<file path="config.mk">
export PLATFORM = sky130hd
export DESIGN_NAME = dma_mio_chan
export DESIGN_NICKNAME = d
export VERILOG_FILES = /design/src/rtl/dma_mio_pkg.sv /design/src/rtl/dma_mio_regs.sv /design/src/rtl/dma_mio_reqsense.sv /design/src/rtl/dma_mio_seq.sv /design/src/rtl/dma_mio_chan.sv
export SDC_FILE = /design/constraint.sdc
export NUM_CORES = 1
export LEC_CHECK = 0
export BUFFER_PORTS_ARGS = -buffer_cell sky130_fd_sc_hd__buf_4
export CORE_MARGIN = 1
export CORE_UTILIZATION = 55
export DETAILED_ROUTE_END_ITERATION = 8
export PLACE_DENSITY = 0.85
export SLEW_MARGIN = 5
export SYNTH_ARGS = -nofsm -noshare
export SYNTH_HDL_FRONTEND = slang
export SYNTH_SLANG_ARGS = --single-unit
</file>
<file path="constraint.sdc">
create_clock -name clk -period 2.8 [get_ports clk]
set_input_delay 0.14 -clock clk [delete_from_list [all_inputs] [get_ports clk]]
set_output_delay 0.14 -clock clk [all_outputs]
set_load 0.03 [all_outputs]
</file>
<file path="src/rtl/dma_mio_pkg.sv">
package dma_mio_pkg;
  typedef enum logic [1:0] {
    ST_IDLE = 2'd0,
    ST_RD   = 2'd1,
    ST_WR   = 2'd2
  } seq_state_e;

  localparam logic [2:0] RA_MADDR  = 3'd0;
  localparam logic [2:0] RA_IOADDR = 3'd1;
  localparam logic [2:0] RA_COUNT  = 3'd2;
  localparam logic [2:0] RA_CTRL   = 3'd3;
endpackage

</file>
<file path="src/rtl/dma_mio_regs.sv">
module dma_mio_regs
  import dma_mio_pkg::*;
#(
  parameter int MAW = 20,
  parameter int IOW = 16,
  parameter int CW  = 16
) (
  input  logic           clk,
  input  logic           rst_n,
  input  logic           wr,
  input  logic [2:0]     addr,
  input  logic [MAW-1:0] wdata,
  output logic [MAW-1:0] rdata,
  input  logic           seq_busy,
  input  logic           byte_done,
  output logic           en,
  output logic [1:0]     mode,
  output logic           edge_sel,
  output logic           done,
  output logic [MAW-1:0] maddr,
  output logic [IOW-1:0] ioaddr,
  output logic           last
);
  logic [MAW-1:0] maddr_q, maddr_d;
  logic [IOW-1:0] ioaddr_q, ioaddr_d;
  logic [CW-1:0]  cnt_q, cnt_d;
  logic           en_q, en_d, edge_q, edge_d, done_q, done_d;
  logic [1:0]     mode_q, mode_d;
  logic           accept, stop, ce;

  // writes land only when disarmed and idle; a control write with bit0 = 0 always stops
  assign accept = wr && !en_q && !seq_busy;
  assign stop   = wr && en_q && (addr == RA_CTRL) && !wdata[0];
  assign ce     = accept || stop || byte_done;

  always_comb begin
    maddr_d  = maddr_q;
    ioaddr_d = ioaddr_q;
    cnt_d    = cnt_q;
    en_d     = en_q;
    mode_d   = mode_q;
    edge_d   = edge_q;
    done_d   = done_q;
    if (accept) begin
      case (addr)
        RA_MADDR:  maddr_d  = wdata;
        RA_IOADDR: ioaddr_d = wdata[IOW-1:0];
        RA_COUNT:  cnt_d    = wdata[CW-1:0];
        RA_CTRL: begin
          en_d   = wdata[0];
          mode_d = wdata[2:1];
          edge_d = wdata[3];
          done_d = 1'b0;
        end
        default: ;
      endcase
    end else if (stop) begin
      en_d = 1'b0;
    end
    if (byte_done) begin
      maddr_d = mode_q[0] ? (maddr_q - MAW'(1)) : (maddr_q + MAW'(1));
      cnt_d   = cnt_q - CW'(1);
      if (cnt_q == CW'(1)) begin
        en_d   = 1'b0;
        done_d = 1'b1;
      end
    end
  end

  always_ff @(posedge clk or negedge rst_n) begin
    if (!rst_n) begin
      maddr_q  <= '0;
      ioaddr_q <= '0;
      cnt_q    <= '0;
      en_q     <= 1'b0;
      mode_q   <= 2'b00;
      edge_q   <= 1'b0;
      done_q   <= 1'b0;
    end else if (ce) begin
      maddr_q  <= maddr_d;
      ioaddr_q <= ioaddr_d;
      cnt_q    <= cnt_d;
      en_q     <= en_d;
      mode_q   <= mode_d;
      edge_q   <= edge_d;
      done_q   <= done_d;
    end
  end

  always_comb begin
    case (addr)
      RA_MADDR:  rdata = maddr_q;
      RA_IOADDR: rdata = MAW'(ioaddr_q);
      RA_COUNT:  rdata = MAW'(cnt_q);
      RA_CTRL:   rdata = MAW'({done_q, edge_q, mode_q, en_q});
      default:   rdata = '0;
    endcase
  end

  assign en       = en_q;
  assign mode     = mode_q;
  assign edge_sel = edge_q;
  assign done     = done_q;
  assign maddr    = maddr_q;
  assign ioaddr   = ioaddr_q;
  assign last     = (cnt_q == CW'(1));

  // completion always leaves the channel disarmed
  a_r5_done_disarms: assert property (@(posedge clk) disable iff (!rst_n)
    $rose(done_q) |-> !en_q);
  // configuration frozen while armed
  a_r9_cfg_frozen: assert property (@(posedge clk) disable iff (!rst_n)
    (en_q && $past(en_q)) |-> ($stable(mode_q) && $stable(ioaddr_q) && $stable(edge_q)));
endmodule

</file>
<file path="src/rtl/dma_mio_reqsense.sv">
module dma_mio_reqsense (
  input  logic clk,
  input  logic rst_n,
  input  logic dreq,
  input  logic en,
  input  logic edge_sel,
  input  logic xfer_start,
  output logic go,
  output logic cont
);
  logic req_q, flag_q, flag_d, rise;

  assign rise = dreq && !req_q;

  always_comb begin
    flag_d = flag_q;
    if (xfer_start) flag_d = 1'b0;
    if (en && edge_sel && rise) flag_d = 1'b1;
  end

  always_ff @(posedge clk or negedge rst_n) begin
    if (!rst_n) begin
      req_q  <= 1'b0;
      flag_q <= 1'b0;
    end else begin
      req_q  <= dreq;
      flag_q <= flag_d;
    end
  end

  assign go   = en && (edge_sel ? flag_q : dreq);
  assign cont = en && !edge_sel && dreq;

  // a started byte consumes the pending edge unless a fresh one arrives
  a_r7_edge_consumed: assert property (@(posedge clk) disable iff (!rst_n)
    (xfer_start && edge_sel && !rise) |=> !flag_q);
endmodule

</file>
<file path="src/rtl/dma_mio_seq.sv">
module dma_mio_seq
  import dma_mio_pkg::*;
#(
  parameter int MAW = 20,
  parameter int IOW = 16,
  parameter int DW  = 8
) (
  input  logic           clk,
  input  logic           rst_n,
  input  logic           go,
  input  logic           cont,
  input  logic           last,
  input  logic           to_mem,
  input  logic [MAW-1:0] maddr,
  input  logic [IOW-1:0] ioaddr,
  input  logic [DW-1:0]  bus_rdata,
  input  logic           bus_ready,
  output logic           bus_req,
  output logic           bus_we,
  output logic           bus_io,
  output logic [MAW-1:0] bus_addr,
  output logic [DW-1:0]  bus_wdata,
  output logic           busy,
  output logic           xfer_start,
  output logic           byte_done
);
  seq_state_e state_q, state_d;
  logic [DW-1:0] data_q;
  logic          cap;

  always_comb begin
    state_d = state_q;
    case (state_q)
      ST_IDLE: if (go) state_d = ST_RD;
      ST_RD:   if (bus_ready) state_d = ST_WR;
      ST_WR:   if (bus_ready) state_d = (cont && !last) ? ST_RD : ST_IDLE;
      default: state_d = ST_IDLE;
    endcase
  end

  assign cap = (state_q == ST_RD) && bus_ready;

  always_ff @(posedge clk or negedge rst_n) begin
    if (!rst_n) state_q <= ST_IDLE;
    else        state_q <= state_d;
  end

  always_ff @(posedge clk or negedge rst_n) begin
    if (!rst_n)   data_q <= '0;
    else if (cap) data_q <= bus_rdata;
  end

  assign xfer_start = (state_q == ST_IDLE) && go;
  assign byte_done  = (state_q == ST_WR) && bus_ready;
  assign busy       = (state_q != ST_IDLE);
  assign bus_req    = busy;
  assign bus_we     = (state_q == ST_WR);
  assign bus_io     = (state_q == ST_RD) ? to_mem : !to_mem;
  assign bus_addr   = bus_io ? MAW'(ioaddr) : maddr;
  assign bus_wdata  = data_q;

  // a completed read is followed directly by a write
  a_r4_read_then_write: assert property (@(posedge clk) disable iff (!rst_n)
    (bus_req && !bus_we && bus_ready) |=> (bus_req && bus_we));
  // a stalled cycle keeps its attributes
  a_r11_stall_holds: assert property (@(posedge clk) disable iff (!rst_n)
    (bus_req && !bus_ready) |=> (bus_req && $stable(bus_we) && $stable(bus_io) && $stable(bus_addr)));
  // nothing starts without a request
  a_r6_no_spurious_start: assert property (@(posedge clk) disable iff (!rst_n)
    (!busy && !go) |=> !bus_req);
endmodule

</file>
<file path="src/rtl/dma_mio_chan.sv">
module dma_mio_chan
  import dma_mio_pkg::*;
#(
  parameter int MAW = 20,
  parameter int IOW = 16,
  parameter int CW  = 16,
  parameter int DW  = 8
) (
  input  logic           clk,
  input  logic           rst_n,
  input  logic           reg_wr,
  input  logic [2:0]     reg_addr,
  input  logic [MAW-1:0] reg_wdata,
  output logic [MAW-1:0] reg_rdata,
  input  logic           dreq,
  output logic           done,
  output logic           bus_req,
  output logic           bus_we,
  output logic           bus_io,
  output logic [MAW-1:0] bus_addr,
  output logic [DW-1:0]  bus_wdata,
  input  logic [DW-1:0]  bus_rdata,
  input  logic           bus_ready
);
  logic [1:0]     rst_sync_q;
  logic           rst_i_n;
  logic           en, edge_sel, last, go, cont, busy, xfer_start, byte_done;
  logic [1:0]     mode;
  logic [MAW-1:0] maddr;
  logic [IOW-1:0] ioaddr;

  always_ff @(posedge clk or negedge rst_n) begin
    if (!rst_n) rst_sync_q <= 2'b00;
    else        rst_sync_q <= {rst_sync_q[0], 1'b1};
  end
  assign rst_i_n = rst_sync_q[1];

  dma_mio_regs #(.MAW(MAW), .IOW(IOW), .CW(CW)) u_regs (
    .clk(clk), .rst_n(rst_i_n), .wr(reg_wr), .addr(reg_addr), .wdata(reg_wdata),
    .rdata(reg_rdata), .seq_busy(busy), .byte_done(byte_done), .en(en), .mode(mode),
    .edge_sel(edge_sel), .done(done), .maddr(maddr), .ioaddr(ioaddr), .last(last)
  );

  dma_mio_reqsense u_req (
    .clk(clk), .rst_n(rst_i_n), .dreq(dreq), .en(en), .edge_sel(edge_sel),
    .xfer_start(xfer_start), .go(go), .cont(cont)
  );

  dma_mio_seq #(.MAW(MAW), .IOW(IOW), .DW(DW)) u_seq (
    .clk(clk), .rst_n(rst_i_n), .go(go), .cont(cont), .last(last), .to_mem(mode[1]),
    .maddr(maddr), .ioaddr(ioaddr), .bus_rdata(bus_rdata), .bus_ready(bus_ready),
    .bus_req(bus_req), .bus_we(bus_we), .bus_io(bus_io), .bus_addr(bus_addr),
    .bus_wdata(bus_wdata), .busy(busy), .xfer_start(xfer_start), .byte_done(byte_done)
  );

  // direction of each machine cycle matches the mode
  a_r2_r3_direction: assert property (@(posedge clk) disable iff (!rst_i_n)
    bus_req |-> (bus_io == (bus_we ^ mode[1])));
endmodule

</file>
==> impl_metrics.env <==
export IMPL_run_status="complete, but fails checks"
export IMPL_violations="negative hold slack"
export IMPL_overflow=0
export IMPL_finalSetupViolCount=0
export IMPL_gp_congestion=0.923
export IMPL_period_minus_slack_ns=2.66
export IMPL_num_nets_final=678
export IMPL_end_kind="flip-flop"
export IMPL_cts_made_buffers=9
export IMPL_final_area_mm2=0.00600
export IMPL_ir_drop_uv=752
export IMPL_critPathArrivalTime_ns=2.92
export IMPL_synth_flop_cell="dfrtp_1"
export IMPL_holdCritPathClass="primary input to flip-flop"
export IMPL_drtPass1Iterations=5
export IMPL_synth_top_area_share_pct=35.4
export IMPL_grt_max_degree=40
export IMPL_area_growth_pct=19.5
export IMPL_post_drt_via_cell_ratio=6.40
export IMPL_cp_top_family="compound AO/OA/AOI/OAI gates"
export IMPL_p_leak_nw=2.72
export IMPL_grtUsageTotal_pct=31.4
export IMPL_ys_types=67
export IMPL_grt_pass1_vias=4551
export IMPL_start_util_pct=57.3
export IMPL_p_per_area_mw_per_mm2=1310
export IMPL_stdcell_count=734
export IMPL_path_class="flip-flop to flip-flop"
export IMPL_drt_iter0_markers=344
export IMPL_worstPathRequired_ns=3.06
export IMPL_worstMarginPinSlew_ns=0.816
export IMPL_syn_instance_count=534
export IMPL_syn_nets=591
export IMPL_clock_path_buffers=2
export IMPL_clk_latency_ns=0.36
export IMPL_cts_sink_count=71
export IMPL_min_period_over_period_pct=95.0
export IMPL_cts_tree="yes"
export IMPL_die_y_um=97.5
export IMPL_total_power_w=0.00786
export IMPL_cp_max_fo=16
export IMPL_ys_seq_elements=71
export IMPL_synth_edf_count=0
export IMPL_synth_largest_area_cell="dfrtp_1"
export IMPL_async_flop_share_pct=100
export IMPL_dp_hpwl_um=10400
export IMPL_max_slew_margin_pct=45.5
export IMPL_die_area_mm2=0.00951
export IMPL_drt_wl_total_um=14500
export IMPL_rsz0062_at_grt="no"
export IMPL_die_width_um=97.5
export IMPL_startpoint_type="flip-flop"
export IMPL_slew_violations=0
export IMPL_placed_area_mm2=0.00577
export IMPL_drive_above_1_share_pct=31.2
export IMPL_path_clk_slew_ns=0.09
export IMPL_rows=34
export IMPL_postCtsSetupRepairBufs=0
export IMPL_ys_top_cells_by_count="dfrtp_1 (71), mux2_2 (55), nand2_1 (53)"
export IMPL_max_cap_violations=0
export IMPL_synth_most_common_cell="dfrtp_1"
export IMPL_setup_tns_ns=0
export IMPL_path_buf_inv=0
export IMPL_grt_pass1_wl_um=23600
export IMPL_fmax_ghz=0.376
export IMPL_fin_skew_ns=0.0175
export IMPL_core_area_mm2=0.00876
export IMPL_io_buffers=87
export IMPL_yosys_top_cells_area="dfrtp_1 (35%), mux2_2 (12%), ha_1 (5.0%)"
export IMPL_crit_path_max_incr_delay_ns=0.54
export IMPL_cp_cell_sequence="ha_1 -> a21oi_1 -> nand2_1 -> o21ai_0 -> a31oi_1 -> or4_1 -> a31o_2"
export IMPL_io_pins=88
export IMPL_clock_root_buffer="clkbuf_8"
export IMPL_route_detailed_drc=0
export IMPL_fill_cells=674
export IMPL_dp_cells=716
export IMPL_vias=4698
export IMPL_antenna_found_initial=0
export IMPL_slowest_stage="dfrtp_2"
export IMPL_drtAntennaViolNets=0
export IMPL_yosysWarnings=0
export IMPL_fin_hold_ws_ns=-0.000423
export IMPL_diodes=0
export IMPL_pre_cts_ws_ns=0.0147
export IMPL_wl_per_cell_um=19.7
export IMPL_postSynthAreaPerCell_um2=9.40
export IMPL_htreeDepth=3
export IMPL_ys_seq_area_share_pct=35.4
export IMPL_setup_slack_ns=0.139
export IMPL_synth_area_mm2=0.00502
export IMPL_finalHoldViolations=1
[report_power, final]
group,switching (W),internal (W)
clock network,0.000438,0.000439
registers,0.000625,0.00149
logic,0.00280,0.00207
total,0.00386,0.00400
[cell type report]
cell class | count | area, um^2 | area share (%)
Timing Repair Buffer | 104 | 786 | 13.1
Sequential cell | 71 | 1780 | 29.7
Inverter | 7 | 26.3 | 0.438
Multi-Input combinational cell | 428 | 3070 | 51.1
Clock buffer | 10 | 138 | 2.30
Tap cell | 108 | 135 | 2.25
Clock inverter | 6 | 67.6 | 1.13
[worst paths after layout]
path | start | end | slack, ns | cells after the start
max in group asynchronous | rst_sync_q[1] | u_regs.cnt_q[7] | 1.74 | 1
hold reg to reg | rst_sync_q[1] | u_regs.maddr[1] | 0.29 | 0
hold / removal | bus_rdata[6] | u_seq.bus_wdata[6] | -0.0004 | 2
setup / recovery | u_regs.mode[0] | u_regs.maddr[16] | 0.14 | 7
min in group asynchronous | rst_n | rst_sync_q[1] | 0.14 | 2
setup reg to reg | u_regs.mode[0] | u_regs.maddr[16] | 0.14 | 7
[stage by stage]
stage | hold WS (ns) | utilization [%]
finish | -0.000423 | 68.4
global placement | -0.0772 | 65.8
global route | 0.00252 | 68.4
CTS | 0.00349 | 68.4
detailed placement | -0.0747 | 65.8
floorplan | -0.156 | -
[layer usage]
metal | track usage (%) | routed length [um]
met1 | 42.1 | 5950
met2 | 51.3 | 7030
met3 | 4.53 | 1100
met4 | 12.0 | 412
met5 | 0 | 0
[registers in the layout (all words and copies together) (netlist names), 2 cells and up]
| signal | flops |
|---|---|
| u_regs.ioaddr | 16 |
| rst_sync_q | 2 |
| u_regs.mode | 2 |
| u_seq.state_q | 2 |
| u_regs.cnt_q | 16 |
| u_seq.bus_wdata | 8 |
| u_regs.maddr | 20 |
[layout by cell type, fill, tap and decap left out, types with 3 or more instances in the layout]
master and instances:
a31o_2 3, nor3_1 10, mux4_2 5, o31ai_1 4
a211oi_1 6, dfrtp_1 69, a21oi_1 39, xor2_1 4
ha_1 20, nand3_1 15, nand4_1 7, clkbuf_8 10
nand2_1 53, a21o_1 10, xnor2_1 5, mux2i_1 16
o21ai_0 28, nor2b_1 16, o211ai_1 6, o2111ai_1 3
buf_4 102, o21a_1 5, inv_1 7, nor2_1 48
and2_1 7, mux2_2 55, a31oi_1 7, nand2b_1 7
nor4_1 4
[kinds of logic after synthesis]
logic type | Yosys count | share of synthesized area (%)
other | 1 | 0.0747
buffers and inverters | 35 | 3.69
adder cells (fa/ha/maj) | 21 | 5.38
flip-flops | 71 | 35.4
XOR/XNOR | 10 | 1.74
AO/OA/AOI/OAI | 134 | 17.1
multiplexers | 76 | 17.8
AND/OR/NAND/NOR | 186 | 18.8
[repair_timing]
item / 4_1_cts / 5_1_grt
hold buffers: 2 / 0
resized for setup: 1 / 0
hold endpoints to repair: 3 / 0
setup endpoints to repair: 1 / 0
No activity file was read; power rests on OpenSTA's default activity.
